<file path="config.mk">
export PLATFORM = sky130hd
export DESIGN_NAME = serial_port
export DESIGN_NICKNAME = d
export VERILOG_FILES = /design/src/rtl/sp_pkg.sv /design/src/rtl/sp_divsel.sv /design/src/rtl/sp_tx.sv /design/src/rtl/sp_rx.sv /design/src/rtl/serial_port.sv
export SDC_FILE = /design/constraint.sdc
export NUM_CORES = 1
export LEC_CHECK = 0
export BUFFER_PORTS_ARGS = -buffer_cell sky130_fd_sc_hd__buf_2
export CAP_MARGIN = 20
export CORE_ASPECT_RATIO = 0.6
export CORE_MARGIN = 1
export CORE_UTILIZATION = 59
export DETAILED_ROUTE_END_ITERATION = 16
export GPL_TIMING_DRIVEN = 0
export HOLD_SLACK_MARGIN = 0.1
export PLACE_DENSITY = 0.81
export SLEW_MARGIN = 15
export SYNTH_ARGS = -nofsm -noshare
export SYNTH_HDL_FRONTEND = slang
export SYNTH_HIERARCHICAL = 1
export SYNTH_SLANG_ARGS = --single-unit
</file>
<file path="constraint.sdc">
create_clock -name clk -period 5.38 [get_ports clk]
set_input_delay 1.076 -clock clk [delete_from_list [all_inputs] [get_ports clk]]
set_output_delay 1.076 -clock clk [all_outputs]
set_load 0.01 [all_outputs]
</file>
<file path="src/rtl/sp_pkg.sv">
package sp_pkg;
  localparam int CTL_RTS  = 7;
  localparam int CTL_TXIE = 4;
  localparam int CTL_RXIE = 3;
  localparam int CHAR_W   = 8;

  typedef enum logic [1:0] {
    RX_IDLE  = 2'd0,
    RX_START = 2'd1,
    RX_DATA  = 2'd2,
    RX_STOP  = 2'd3
  } rx_state_t;
endpackage

</file>
<file path="src/rtl/sp_divsel.sv">
module sp_divsel #(
  parameter int CODE_W  = 3,
  parameter int LOG_MIN = 2,
  parameter int LOG_MAX = 8,
  parameter int DIV_W   = LOG_MAX + 1
) (
  input  logic              clk,
  input  logic              rst,
  input  logic [CODE_W-1:0] code,
  output logic [DIV_W-1:0]  div
);
  int sh;

  always_comb begin
    sh = int'(code) + LOG_MIN;
    if (sh > LOG_MAX) sh = LOG_MAX;
  end

  always_ff @(posedge clk) begin
    if (rst) div <= DIV_W'(1) << LOG_MIN;
    else     div <= DIV_W'(1) << sh;
  end


  div_pow2_chk: assert property (@(posedge clk) disable iff (rst)
    $countones(div) == 1);
endmodule

</file>
<file path="src/rtl/sp_tx.sv">
module sp_tx #(
  parameter int DIV_W = 9
) (
  input  logic             clk,
  input  logic             rst,
  input  logic [DIV_W-1:0] div,
  input  logic             cts_ok,
  input  logic             have,
  input  logic [7:0]       data,
  output logic             take,
  output logic             txd
);
  logic             busy;
  logic [8:0]       sh;
  logic [3:0]       bits;
  logic [DIV_W-1:0] cnt;

  assign take = !busy && have && cts_ok;

  always_ff @(posedge clk) begin
    if (rst) begin
      busy <= 1'b0;
      txd  <= 1'b1;
      sh   <= '1;
      bits <= '0;
      cnt  <= '0;
    end else if (take) begin
      busy <= 1'b1;
      txd  <= 1'b0;
      sh   <= {1'b1, data};
      bits <= '0;
      cnt  <= '0;
    end else if (busy) begin
      if (cnt == div - 1'b1) begin
        cnt <= '0;
        if (bits == 4'd9) begin
          busy <= 1'b0;
        end else begin
          txd  <= sh[0];
          sh   <= {1'b1, sh[8:1]};
          bits <= bits + 1'b1;
        end
      end else begin
        cnt <= cnt + 1'b1;
      end
    end
  end


  idle_line_chk: assert property (@(posedge clk) disable iff (rst)
    !busy |-> txd);

  bit_count_chk: assert property (@(posedge clk) disable iff (rst)
    bits <= 4'd9);
endmodule

</file>
<file path="src/rtl/sp_rx.sv">
module sp_rx
  import sp_pkg::*;
#(
  parameter int DIV_W = 9
) (
  input  logic             clk,
  input  logic             rst,
  input  logic [DIV_W-1:0] div,
  input  logic             rxd,
  output logic             done,
  output logic [7:0]       data,
  output logic             ferr
);
  logic             r1, r2, r3;
  rx_state_t        st;
  logic [DIV_W-1:0] cnt;
  logic [2:0]       bits;
  logic [7:0]       sh;

  always_ff @(posedge clk) begin
    if (rst) begin
      r1 <= 1'b1; r2 <= 1'b1; r3 <= 1'b1;
    end else begin
      r1 <= rxd; r2 <= r1; r3 <= r2;
    end
  end

  always_ff @(posedge clk) begin
    if (rst) begin
      st   <= RX_IDLE;
      cnt  <= '0;
      bits <= '0;
      sh   <= '0;
      done <= 1'b0;
      data <= '0;
      ferr <= 1'b0;
    end else begin
      done <= 1'b0;
      case (st)
        RX_IDLE: begin
          cnt <= '0;
          if (r3 && !r2) st <= RX_START;
        end
        RX_START: begin
          if (cnt == (div >> 1) - 1'b1) begin
            cnt  <= '0;
            bits <= '0;
            st   <= r2 ? RX_IDLE : RX_DATA;
          end else cnt <= cnt + 1'b1;
        end
        RX_DATA: begin
          if (cnt == div - 1'b1) begin
            cnt <= '0;
            sh  <= {r2, sh[7:1]};
            if (bits == 3'd7) st <= RX_STOP;
            else              bits <= bits + 1'b1;
          end else cnt <= cnt + 1'b1;
        end
        RX_STOP: begin
          if (cnt == div - 1'b1) begin
            cnt  <= '0;
            done <= 1'b1;
            data <= sh;
            ferr <= !r2;
            st   <= RX_IDLE;
          end else cnt <= cnt + 1'b1;
        end
        default: st <= RX_IDLE;
      endcase
    end
  end


  done_pulse_chk: assert property (@(posedge clk) disable iff (rst)
    done |=> !done);

  done_from_stop_chk: assert property (@(posedge clk) disable iff (rst)
    $rose(done) |-> $past(st) == RX_STOP);
endmodule

</file>
<file path="src/rtl/serial_port.sv">
module serial_port
  import sp_pkg::*;
#(
  parameter int BUS_W   = 32,
  parameter int CODE_W  = 3,
  parameter int LOG_MIN = 2,
  parameter int LOG_MAX = 8
) (
  input  logic             clk,
  input  logic             rst,
  input  logic             bus_sel,
  input  logic             bus_wr,
  input  logic             bus_rd,
  input  logic             bus_addr,
  input  logic [BUS_W-1:0] bus_wdata,
  output logic [BUS_W-1:0] bus_rdata,
  output logic             ser_txd,
  input  logic             ser_rxd,
  output logic             rts_o,
  input  logic             cts_i,
  output logic             irq
);
  localparam int DIV_W = LOG_MAX + 1;
  localparam int PAD_W = BUS_W - CHAR_W;

  logic              txie, rxie;
  logic [CODE_W-1:0] spd;
  logic [DIV_W-1:0]  div;
  logic [7:0]        thr, rbuf, rx_byte;
  logic              tx_empty, tx_pend, rx_full, rx_pend, ferr_q, ovr_q;
  logic              c1, c2;
  logic              take, rx_done, rx_ferr;
  logic              wr_ctl, wr_tx, rd_st, rd_rx;
  logic [7:0]        status;

  assign wr_ctl = bus_sel && bus_wr && !bus_addr;
  assign wr_tx  = bus_sel && bus_wr &&  bus_addr;
  assign rd_st  = bus_sel && bus_rd && !bus_addr;
  assign rd_rx  = bus_sel && bus_rd &&  bus_addr;

  assign status = {c2, tx_empty, rx_full, tx_pend, rx_pend, 1'b0, ferr_q, ovr_q};

  sp_divsel #(.CODE_W(CODE_W), .LOG_MIN(LOG_MIN), .LOG_MAX(LOG_MAX), .DIV_W(DIV_W))
    u_div (.clk(clk), .rst(rst), .code(spd), .div(div));

  sp_tx #(.DIV_W(DIV_W)) u_tx (
    .clk(clk), .rst(rst), .div(div), .cts_ok(c2), .have(!tx_empty),
    .data(thr), .take(take), .txd(ser_txd));

  sp_rx #(.DIV_W(DIV_W)) u_rx (
    .clk(clk), .rst(rst), .div(div), .rxd(ser_rxd),
    .done(rx_done), .data(rx_byte), .ferr(rx_ferr));

  always_ff @(posedge clk) begin
    if (rst) begin
      rts_o <= 1'b0; txie <= 1'b0; rxie <= 1'b0; spd <= '0;
      c1 <= 1'b0; c2 <= 1'b0;
    end else begin
      c1 <= cts_i;
      c2 <= c1;
      if (wr_ctl) begin
        rts_o <= bus_wdata[CTL_RTS];
        txie  <= bus_wdata[CTL_TXIE];
        rxie  <= bus_wdata[CTL_RXIE];
        spd   <= bus_wdata[CODE_W-1:0];
      end
    end
  end

  always_ff @(posedge clk) begin
    if (rst) begin
      thr <= '0; tx_empty <= 1'b1; tx_pend <= 1'b0;
    end else if (wr_tx) begin
      thr <= bus_wdata[7:0]; tx_empty <= 1'b0; tx_pend <= 1'b0;
    end else if (take) begin
      tx_empty <= 1'b1; tx_pend <= 1'b1;
    end
  end

  always_ff @(posedge clk) begin
    if (rst) begin
      rbuf <= '0; rx_full <= 1'b0; rx_pend <= 1'b0;
      ferr_q <= 1'b0; ovr_q <= 1'b0;
    end else begin
      if (rx_done) begin
        rbuf <= rx_byte; rx_full <= 1'b1; rx_pend <= 1'b1;
      end else if (rd_rx) begin
        rx_full <= 1'b0; rx_pend <= 1'b0;
      end
      if (rx_done && rx_full) ovr_q <= 1'b1;
      else if (rd_st)         ovr_q <= 1'b0;
      if (rx_done && rx_ferr) ferr_q <= 1'b1;
      else if (rd_st)         ferr_q <= 1'b0;
    end
  end

  always_ff @(posedge clk) begin
    if (rst) begin
      bus_rdata <= '0;
      irq       <= 1'b0;
    end else begin
      irq <= (tx_pend && txie) || (rx_pend && rxie);
      if (bus_sel && bus_rd)
        bus_rdata <= {{PAD_W{1'b0}}, (bus_addr ? rbuf : status)};
    end
  end


  tx_write_chk: assert property (@(posedge clk) disable iff (rst)
    wr_tx |=> !tx_empty && !tx_pend);

  rx_read_chk: assert property (@(posedge clk) disable iff (rst)
    (rd_rx && !rx_done) |=> !rx_full && !rx_pend);

  overrun_set_chk: assert property (@(posedge clk) disable iff (rst)
    (rx_done && rx_full) |=> ovr_q);

  irq_mask_chk: assert property (@(posedge clk) disable iff (rst)
    (!txie && !rxie) |=> !irq);

  cts_hold_chk: assert property (@(posedge clk) disable iff (rst)
    (!c2 && !tx_empty) |=> !tx_empty);
endmodule

</file>
==> results of run 1 <==
[worst reg2reg max path, stage by stage, from the launching register on]
cell and delay [ns]:
dfxtp_1 0.63, inv_1 0.11, ha_1 0.22, buf_2 0.18, xor3_1 0.37, nor3_1 0.12
o21ai_0 0.09, a22oi_1 0.30, nand4_4 0.20, or4_1 0.55, nand2_1 0.08
[layout by cell type, fill, tap and decap left out, drive strengths merged, types with 7 or more instances in the layout]
cell type | netlist | layout
conb | 1 | 24
xor2 | 19 | 19
nor4 | 7 | 7
ha | 11 | 11
buf | 44 | 70
o21ai | 8 | 8
nor3 | 23 | 23
inv | 18 | 22
nand4 | 11 | 11
a21oi | 18 | 18
nor2b | 7 | 7
a211oi | 22 | 22
clkbuf | 19 | 29
mux2i | 51 | 51
nand2b | 36 | 36
dfxtp | 105 | 105
nand3 | 9 | 9
nor2 | 66 | 66
nand2 | 27 | 27
xnor2 | 24 | 24
[routing by layer]
| layer | global-route usage | vias up | share of wire |
|---|---|---|---|
| met5 | 0 | - | 0 |
| met4 | 0.06353 | 0 | 0.0077 |
| met3 | 0.04828 | 11 | 0.048 |
| met2 | 0.4311 | 115 | 0.47 |
| met1 | 0.3561 | 2171 | 0.47 |
| li1 | - | 2207 | - |
[cell type report]
type / instances / area [µm²] / area share
Buffer: 63 / 407.9 / 0.06506
Clock buffer: 10 / 229.0 / 0.03652
Clock inverter: 6 / 72.57 / 0.01157
Inverter: 18 / 67.56 / 0.01078
Multi-Input combinational cell: 447 / 3098 / 0.4941
Sequential cell: 105 / 2102 / 0.3353
Tap cell: 130 / 162.7 / 0.02594
Timing Repair Buffer: 26 / 130.1 / 0.02075
[final timing paths]
check / startpoint / endpoint / slack (ns) / cells after the start
worst min register to register: u_rx/r1 / u_rx/r2 / 0.41 / 1
worst min-delay path: u_rx/r1 / u_rx/r2 / 0.41 / 1
worst max register to register: u_div/div[0] / u_tx/bits[3] / 2.47 / 10
worst max-delay path: u_div/div[0] / u_tx/bits[3] / 2.47 / 10
[logic make-up after synthesis]
family / Yosys count / share of synthesized area
AO/OA/AOI/OAI: 85 / 0.1180
buffers and inverters: 81 / 0.08507
adder cells (fa/ha/maj): 11 / 0.02462
flip-flops: 105 / 0.3761
multiplexers: 52 / 0.09335
XOR/XNOR: 44 / 0.07164
AND/OR/NAND/NOR: 231 / 0.2306
other: 1 / 0.0006709
[registers in the layout (all words and copies together) (netlist names), 3 cells and up, named ones only]
register / cells
bus_rdata: 8
rbuf: 8
spd: 3
thr: 8
u_div/div: 9
u_rx/bits: 3
u_rx/cnt: 9
u_rx/data: 8
u_rx/sh: 8
u_tx/bits: 4
u_tx/cnt: 9
u_tx/sh: 8
[power by group]
group          switching [mW]  internal, mW  leakage, nW  total (mW)
clock network           0.305         0.368        0.144       0.673
registers              0.0103         0.788        0.850       0.799
logic                  0.0780        0.0597         1.63       0.138
total                   0.393          1.22         2.63        1.61
==> flow_summary.toml, run 1 <==
[synth]
synth_top_area_cell = "dfxtp_1"
synth_common_cells = "dfxtp_1 (105), nor2_1 (65), mux2i_1 (51)"
async_flop_share = 0
synthesis.area_um2 = 5589
yosysUniqueCellTypes = 75
yosys_warnings = 6
synth.avg_cell_area_um2 = 9.162
synth_edf_count = 0
synthTopCellsByArea = "dfxtp_1 (38%), mux2i_1 (9.1%), nor2_1 (4.4%)"
yosysMostFrequentCell = "dfxtp_1"
synth.ff_latch_count = 105
synth_cells = 610
ys.flop_type = "dfxtp_1"
ys_seq_area_frac = 0.3761
synth_top_area_share = 0.3761

[placed_design]
dp_cells = 789
pre_cts_ws_ns = 2.509
numPortBuffers = 26
dp_hpwl_um = 8959
gp_congestion = 0.8995
dpl_cell_area_um2 = 5968

[global_route]
grt_pass1_vias = 4323
antenna_found_initial = 0
grt-ovfl-total = 0
grt_pass1_wl_um = 20570
grt_start_max_net_pins = 19
globalRouteTotalUtil = 0.2616

[setup_path]
cp_data_arrival_time_ns = 3.21
cp_max_fo = 11
startpoint_type = "register"
crit_required_ns = 5.67
cpMaxStageDelayCell = "dfxtp_1"
critical_path_class = "register to register"
slowest_delay_ns = 0.63
path_buf_inv = 2
cpLargestDelayFamily = "simple AND/OR/NAND/NOR gates"
crit_chain = "inv_1 > ha_1 > buf_2 > xor3_1 > nor3_1 > o21ai_0 > a22oi_1 > nand4_4 > or4_1 > nand2_1"
worst_setup_path_end_kind = "register"

[cts]
cts_root_buf = "clkbuf_16"
cts.repair.resized = 0
path_clk_slew_ns = 0.07
cts_tree = "built"
clock_sinks = 105
post_cts_buffers = 0
numCtsBuffers = 9
clkLatencyLatePin_ns = 0.35
htree_levels = 3
clock_path_buffers = 2
postCtsHoldBufs = 0

[timing]
max_freq_mhz = 343.1
skew_ns = 0.006106
fin_crit_ns = 2.915
setup_viol = 0
hold_violations = 0
holdWs_ns = 0.4115
setup-tns-final_ns = 0
rsz0062_at_grt = "no"
finalCritPeriodShare = 0.5418
slew_headroom = 0.4952
tightest_slew_ns = 0.7515
final-max-slew-violation-count = 0
fin_ws_ns = 2.465

[status]
outcome = "completed"

[route]
vias = 4504
first_pass_iters = 5
wl_um = 12270
drt_iter0_drc = 262
wl_per_cell_um = 15.24
drc_errors = 0
vias_per_cell = 5.595
ant_nets = 0

[finish]
num-nets-final = 721
fillers = 729
diodes = 0
final_util = 0.6823
design_area_um2 = 6270
layout.cells.non_filler = 805
drive_gt1_frac = 0.1704
area_growth_pct = 12.18

[floorplanning]
die_x_um = 127.7
io_pins = 75
coreArea_um2 = 9189
num_rows = 27
die-area_um2 = 9879
die_h_um = 77.39
start_util = 0.6083

[pwr]
ir_drop_mv = 0.2039
p_per_area_nw_per_um2 = 256.7
finalPower_mw = 1.609
power_leakage_nw = 2.627

[worst_hold_path]
hp-class = "register to register"

[run]
maxCapViolCount = 0
Power figures use the tool's default switching activity.
==> inputs of run 2 (changes only) <==
--- a/config.mk
+++ b/config.mk
@@ -9,11 +9,11 @@
 export CAP_MARGIN = 20
 export CORE_ASPECT_RATIO = 0.6
 export CORE_MARGIN = 1
-export CORE_UTILIZATION = 59
+export CORE_UTILIZATION = 58
 export DETAILED_ROUTE_END_ITERATION = 16
 export GPL_TIMING_DRIVEN = 0
 export HOLD_SLACK_MARGIN = 0.1
-export PLACE_DENSITY = 0.81
+export PLACE_DENSITY = 0.8
 export SLEW_MARGIN = 15
 export SYNTH_ARGS = -nofsm -noshare
 export SYNTH_HDL_FRONTEND = slang
==> constraint.sdc (replaced) <==
create_clock -name clk -period 2.9 [get_ports clk]
set_input_delay 0.58 -clock clk [delete_from_list [all_inputs] [get_ports clk]]
set_output_delay 0.58 -clock clk [all_outputs]
set_load 0.01 [all_outputs]
==> flow_summary.toml, run 2 (synthesis results as in run 1) <==
[setup_path]
slowest_delay_ns = 0.53
cpMaxStageDelayCell = "dfxtp_1"
cp_data_arrival_time_ns = 3.00
path_buf_inv = 1
worst_setup_path_end_kind = "register"
cpLargestDelayFamily = "compound AO/OA/AOI/OAI gates"
critical_path_class = "register to register"
reg2reg_slack_ns = 0.20
rr_startpoint = "u_div/div[8]"
crit_chain = "xor2_1 > xnor2_1 > a32oi_1 > o31ai_1 > nand4_4 > buf_2 > mux2i_1 > o31a_1"
startpoint_type = "register"
cp_max_fo = 10
reg2reg_to = "u_tx/sh[0]"
crit_required_ns = 3.19
r2r_cells = 8

[worst_hold_path]
min_to = "u_rx/r2"
whs_path_depth = 1
hp-class = "register to register"
hp-start = "u_rx/r1"

[floorplanning]
die_h_um = 78.04
coreArea_um2 = 9256
die_x_um = 128.7
die-area_um2 = 10050
io_pins = 75
num_rows = 27
start_util = 0.6038

[finish]
num-nets-final = 721
fillers = 752
design_area_um2 = 6290
final_common_cell = "dfxtp_1"
diodes = 0
drive_gt1_frac = 0.1763
largestRegisters = "u_div/div: 9 flops, u_rx/cnt: 9 flops, u_tx/cnt: 9 flops"
area_growth_pct = 12.54
layout_common_cells = "dfxtp_1 (103), nor2_1 (65), mux2i_1 (51)"

[cts]
clock_path_buffers = 2
post_cts_buffers = 0
cts_tree = "built"
clkLatencyLatePin_ns = 0.35
numCtsBuffers = 9
htree_levels = 3
clock_sinks = 105
cts_root_buf = "clkbuf_16"
path_clk_slew_ns = 0.07

[placed_design]
dpl_cell_area_um2 = 5968
gp_congestion = 0.8629
pre_cts_ws_ns = -0.04348
numPortBuffers = 26
dp_hpwl_um = 8788

[global_route]
grt_start_max_net_pins = 19
grt-ovfl-total = 0
antenna_found_initial = 0
globalRouteTotalUtil = 0.2517
grt_pass1_vias = 4127
grt_pass1_wl_um = 19890

[timing]
rsz0062_at_grt = "no"
fin_crit_ns = 2.704
fin_ws_ns = 0.1958
skew_ns = 0.007337
setup-tns-final_ns = 0
setup_viol = 0
final-max-slew-violation-count = 0
tightest_slew_ns = 0.7451
slew_headroom = 0.4995
finalCritPeriodShare = 0.9325
hold_violations = 0
max_freq_mhz = 369.8

[route]
wl_um = 12120
first_pass_iters = 8
drc_errors = 0
wl_per_cell_um = 15.06
vias_per_cell = 5.606
drt_iter0_drc = 259
vias = 4513
ant_nets = 0

[pwr]
power_leakage_nw = 2.635
ir_drop_mv = 0.3481
p_per_area_nw_per_um2 = 476.7

[run]
maxCapViolCount = 0

[status]
outcome = "completed"
[run 2: timing repair]
action	4_1_cts	5_1_grt
hold buffers	0	0
gates resized for setup	1	3
endpoints found under the setup margin	4	10
[run 2: worst reg2reg max path: stages (launching register included)]
cell and delay [ns]:
dfxtp_1 0.53, xor2_1 0.40, xnor2_1 0.17, a32oi_1 0.11
o31ai_1 0.53, nand4_4 0.23, buf_2 0.27, mux2i_1 0.24
o31a_1 0.17
[run 2: power breakdown]
| group | switching [mW] | total, mW | leakage [nW] | internal, mW |
|---|---|---|---|---|
| registers | 0.0185 | 1.48 | 0.851 | 1.46 |
| clock network | 0.558 | 1.26 | 0.151 | 0.706 |
| logic | 0.144 | 0.255 | 1.63 | 0.111 |
[run 2: cell type report]
cell class / instances / area [µm²] / area share
Buffer: 63 / 407.9 / 0.06485
Clock buffer: 10 / 239.0 / 0.03799
Inverter: 18 / 67.56 / 0.01074
Tap cell: 130 / 162.7 / 0.02586
Clock inverter: 6 / 72.57 / 0.01154
Sequential cell: 105 / 2107 / 0.3350
Multi-Input combinational cell: 447 / 3103 / 0.4933
Timing Repair Buffer: 26 / 130.1 / 0.02069
[run 2: how the worst max path moves through the flow]
stage / depth (start not counted) / from / to
final: 8 / u_div/div[8] / u_tx/sh[0]
after global routing: 10 / u_div/div[0] / u_tx/sh[5]
after CTS: 11 / u_div/div[1] / u_tx/sh[6]
after detailed placement: 11 / u_div/div[0] / u_tx/sh[6]
after global placement: 11 / u_div/div[0] / u_tx/sh[6]
after floorplan: 10 / u_div/div[0] / u_tx/bits[3]
[run 2: through the flow]
stage | total power, mW | hold slack [ns] | utilization | cells
floorplan | 1.701 | 0.3895 | - | 633
global placement | 1.752 | 0.3916 | 0.6448 | 789
detailed placement | 1.762 | 0.4027 | 0.6448 | 789
CTS | 3.018 | 0.4266 | 0.6786 | 805
global route | 3.104 | 0.4297 | 0.6795 | 805
finish | 2.998 | 0.4205 | 0.6795 | 805
[run 2: metal layers]
layer  track usage  vias up  share of wire
li1              -     2199              -
met1        0.3455     2164           0.47
met2        0.4016      131           0.46
met3       0.04703       19          0.050
met4       0.07765        0          0.016
met5             0        -              0
==> inputs of run 3 (changes only) <==
--- a/config.mk
+++ b/config.mk
@@ -7,13 +7,15 @@
 export LEC_CHECK = 0
 export BUFFER_PORTS_ARGS = -buffer_cell sky130_fd_sc_hd__buf_2
 export CAP_MARGIN = 20
+export CELL_PAD_IN_SITES_DETAIL_PLACEMENT = 1
+export CELL_PAD_IN_SITES_GLOBAL_PLACEMENT = 1
 export CORE_ASPECT_RATIO = 0.6
 export CORE_MARGIN = 1
-export CORE_UTILIZATION = 58
+export CORE_UTILIZATION = 44
 export DETAILED_ROUTE_END_ITERATION = 16
 export GPL_TIMING_DRIVEN = 0
 export HOLD_SLACK_MARGIN = 0.1
-export PLACE_DENSITY = 0.8
+export PLACE_DENSITY_LB_ADDON = 0.1
 export SLEW_MARGIN = 15
 export SYNTH_ARGS = -nofsm -noshare
 export SYNTH_HDL_FRONTEND = slang
==> flow_summary.toml, run 3 (synthesis results as in run 1) <==
[status]
outcome = "completed"

[finish]
diodes = 0
num-nets-final = 721
layout_common_cells = "dfxtp_1 (103), nor2_1 (65), mux2i_1 (51)"
final_util = 0.5200
final_common_cell = "dfxtp_1"
drive_gt1_frac = 0.1763
largestRegisters = "u_div/div: 9 flops, u_rx/cnt: 9 flops, u_tx/cnt: 9 flops"
area_growth_pct = 13.68
design_area_um2 = 6354

[timing]
setup_viol = 0
skew_ns = 0.009612
final-max-slew-violation-count = 0
finalCritPeriodShare = 0.9361
max_freq_mhz = 368.4
rsz0062_at_grt = "no"
fin_ws_ns = 0.1854
hold_violations = 0
tightest_slew_ns = 0.7714
slew_headroom = 0.4818
fin_crit_ns = 2.715

[cts]
numCtsBuffers = 9
cts_tree = "built"
clock_path_buffers = 2
clkLatencyLatePin_ns = 0.34
clock_sinks = 105
cts_root_buf = "clkbuf_16"
path_clk_slew_ns = 0.08
post_cts_buffers = 0
htree_levels = 3
postCtsHoldBufs = 0

[setup_path]
worst_setup_path_end_kind = "register"
rr_startpoint = "u_div/div[8]"
crit_required_ns = 3.18
cp_max_fo = 10
critical_path_class = "register to register"
cp_data_arrival_time_ns = 3.00
crit_start = "u_div/div[8]"
startpoint_type = "register"

[route]
drc_errors = 0
vias_per_cell = 5.314
vias = 4464
drt_iter0_drc = 185
wl_per_cell_um = 16.23
first_pass_iters = 4
ant_nets = 0
wl_um = 13630

[global_route]
grt_pass1_wl_um = 21910
grt_start_max_net_pins = 21
grt_pass1_vias = 4392
grt-ovfl-total = 0
antenna_found_initial = 0
globalRouteTotalUtil = 0.2106

[pwr]
power_leakage_nw = 2.644
ir_drop_mv = 0.3087
finalPower_mw = 3.028
p_per_area_nw_per_um2 = 476.6

[placed_design]
gp_congestion = 0.7938
numPortBuffers = 26
pre_cts_ws_ns = -0.08808
dp_hpwl_um = 10270
dpl_cell_area_um2 = 6012

[floorplanning]
die-area_um2 = 13170
io_pins = 75
die_x_um = 147.5
die_h_um = 89.30
start_util = 0.4575
coreArea_um2 = 12220
num_rows = 31

[run]
maxCapViolCount = 0

[worst_hold_path]
hp-class = "register to register"
hp-start = "u_rx/r1"
==> run 3: cell count changes in the layout (fill, tap and decap cells not counted) <==
cell / before / now
inv_8: 0 / 2
clkinv_4: 0 / 1
a32oi_2: 1 / 0
clkinv_8: 0 / 1
inv_6: 4 / 2
clkinvlp_4: 1 / 0
clkbuf_8: 1 / 0
a32oi_4: 0 / 1
==> run 3: worst paths after layout <==
kind / end / slack (ns) / cells after the start
worst max-delay path: u_tx/sh[0] / 0.19 / 8
worst min-delay path: u_rx/r2 / 0.41 / 1
worst max register to register: u_tx/sh[0] / 0.19 / 8
worst min register to register: u_rx/r2 / 0.41 / 1
==> run 3: cell type report <==
cell class              count  area (µm²)
multi-input cells         447        3114
well taps                 165       206.4
flip-flops and latches    105        2107
fillers                  1458        5864
inverters                  18       67.56
plain buffers              63       407.9
clock inverters             7       95.09
repair buffers             26       130.1
clock buffers               9       225.2
==> run 3: layer usage <==
metal  up-vias  routed length [µm]  part of all wire  GRT usage
met5         -                   0                 0          0
met4         0                 103            0.0076    0.04124
met3        12                 386             0.028    0.04031
met2        68                6103              0.45     0.3349
met1      2181                7038              0.52     0.2993
li1       2203                   -                 -          -
==> run 3: report_power, final <==
part	internal (mW)	total [mW]	switching, mW
combinational	0.112	0.259	0.148
sequential	1.46	1.48	0.0203
clock	0.698	1.29	0.590
total	2.27	3.03	0.758
==> run 3: repair_timing <==
item	4_1_cts	5_1_grt
gates resized for setup	1	4
pin swaps	0	0
setup endpoints to repair	10	19
==> run 3: metrics by stage <==
stage | TNS [ns] | instances | hold WS [ns]
final | 0 | 840 | 0.4148
after global routing | 0 | 840 | 0.4458
after CTS | 0 | 840 | 0.4178
after detailed placement | -0.3784 | 824 | 0.3995
after global placement | 0 | 824 | 0.3919
after floorplan | 0 | 633 | 0.3895
==> run 3: critical path: stages (launching register included) <==
cell and delay (ns):
dfxtp_1 0.55, xor2_1 0.43, xnor2_1 0.17, a32oi_1 0.12, o31ai_1 0.51, nand4_4 0.22, buf_2 0.26, mux2i_1 0.22
o31a_1 0.17
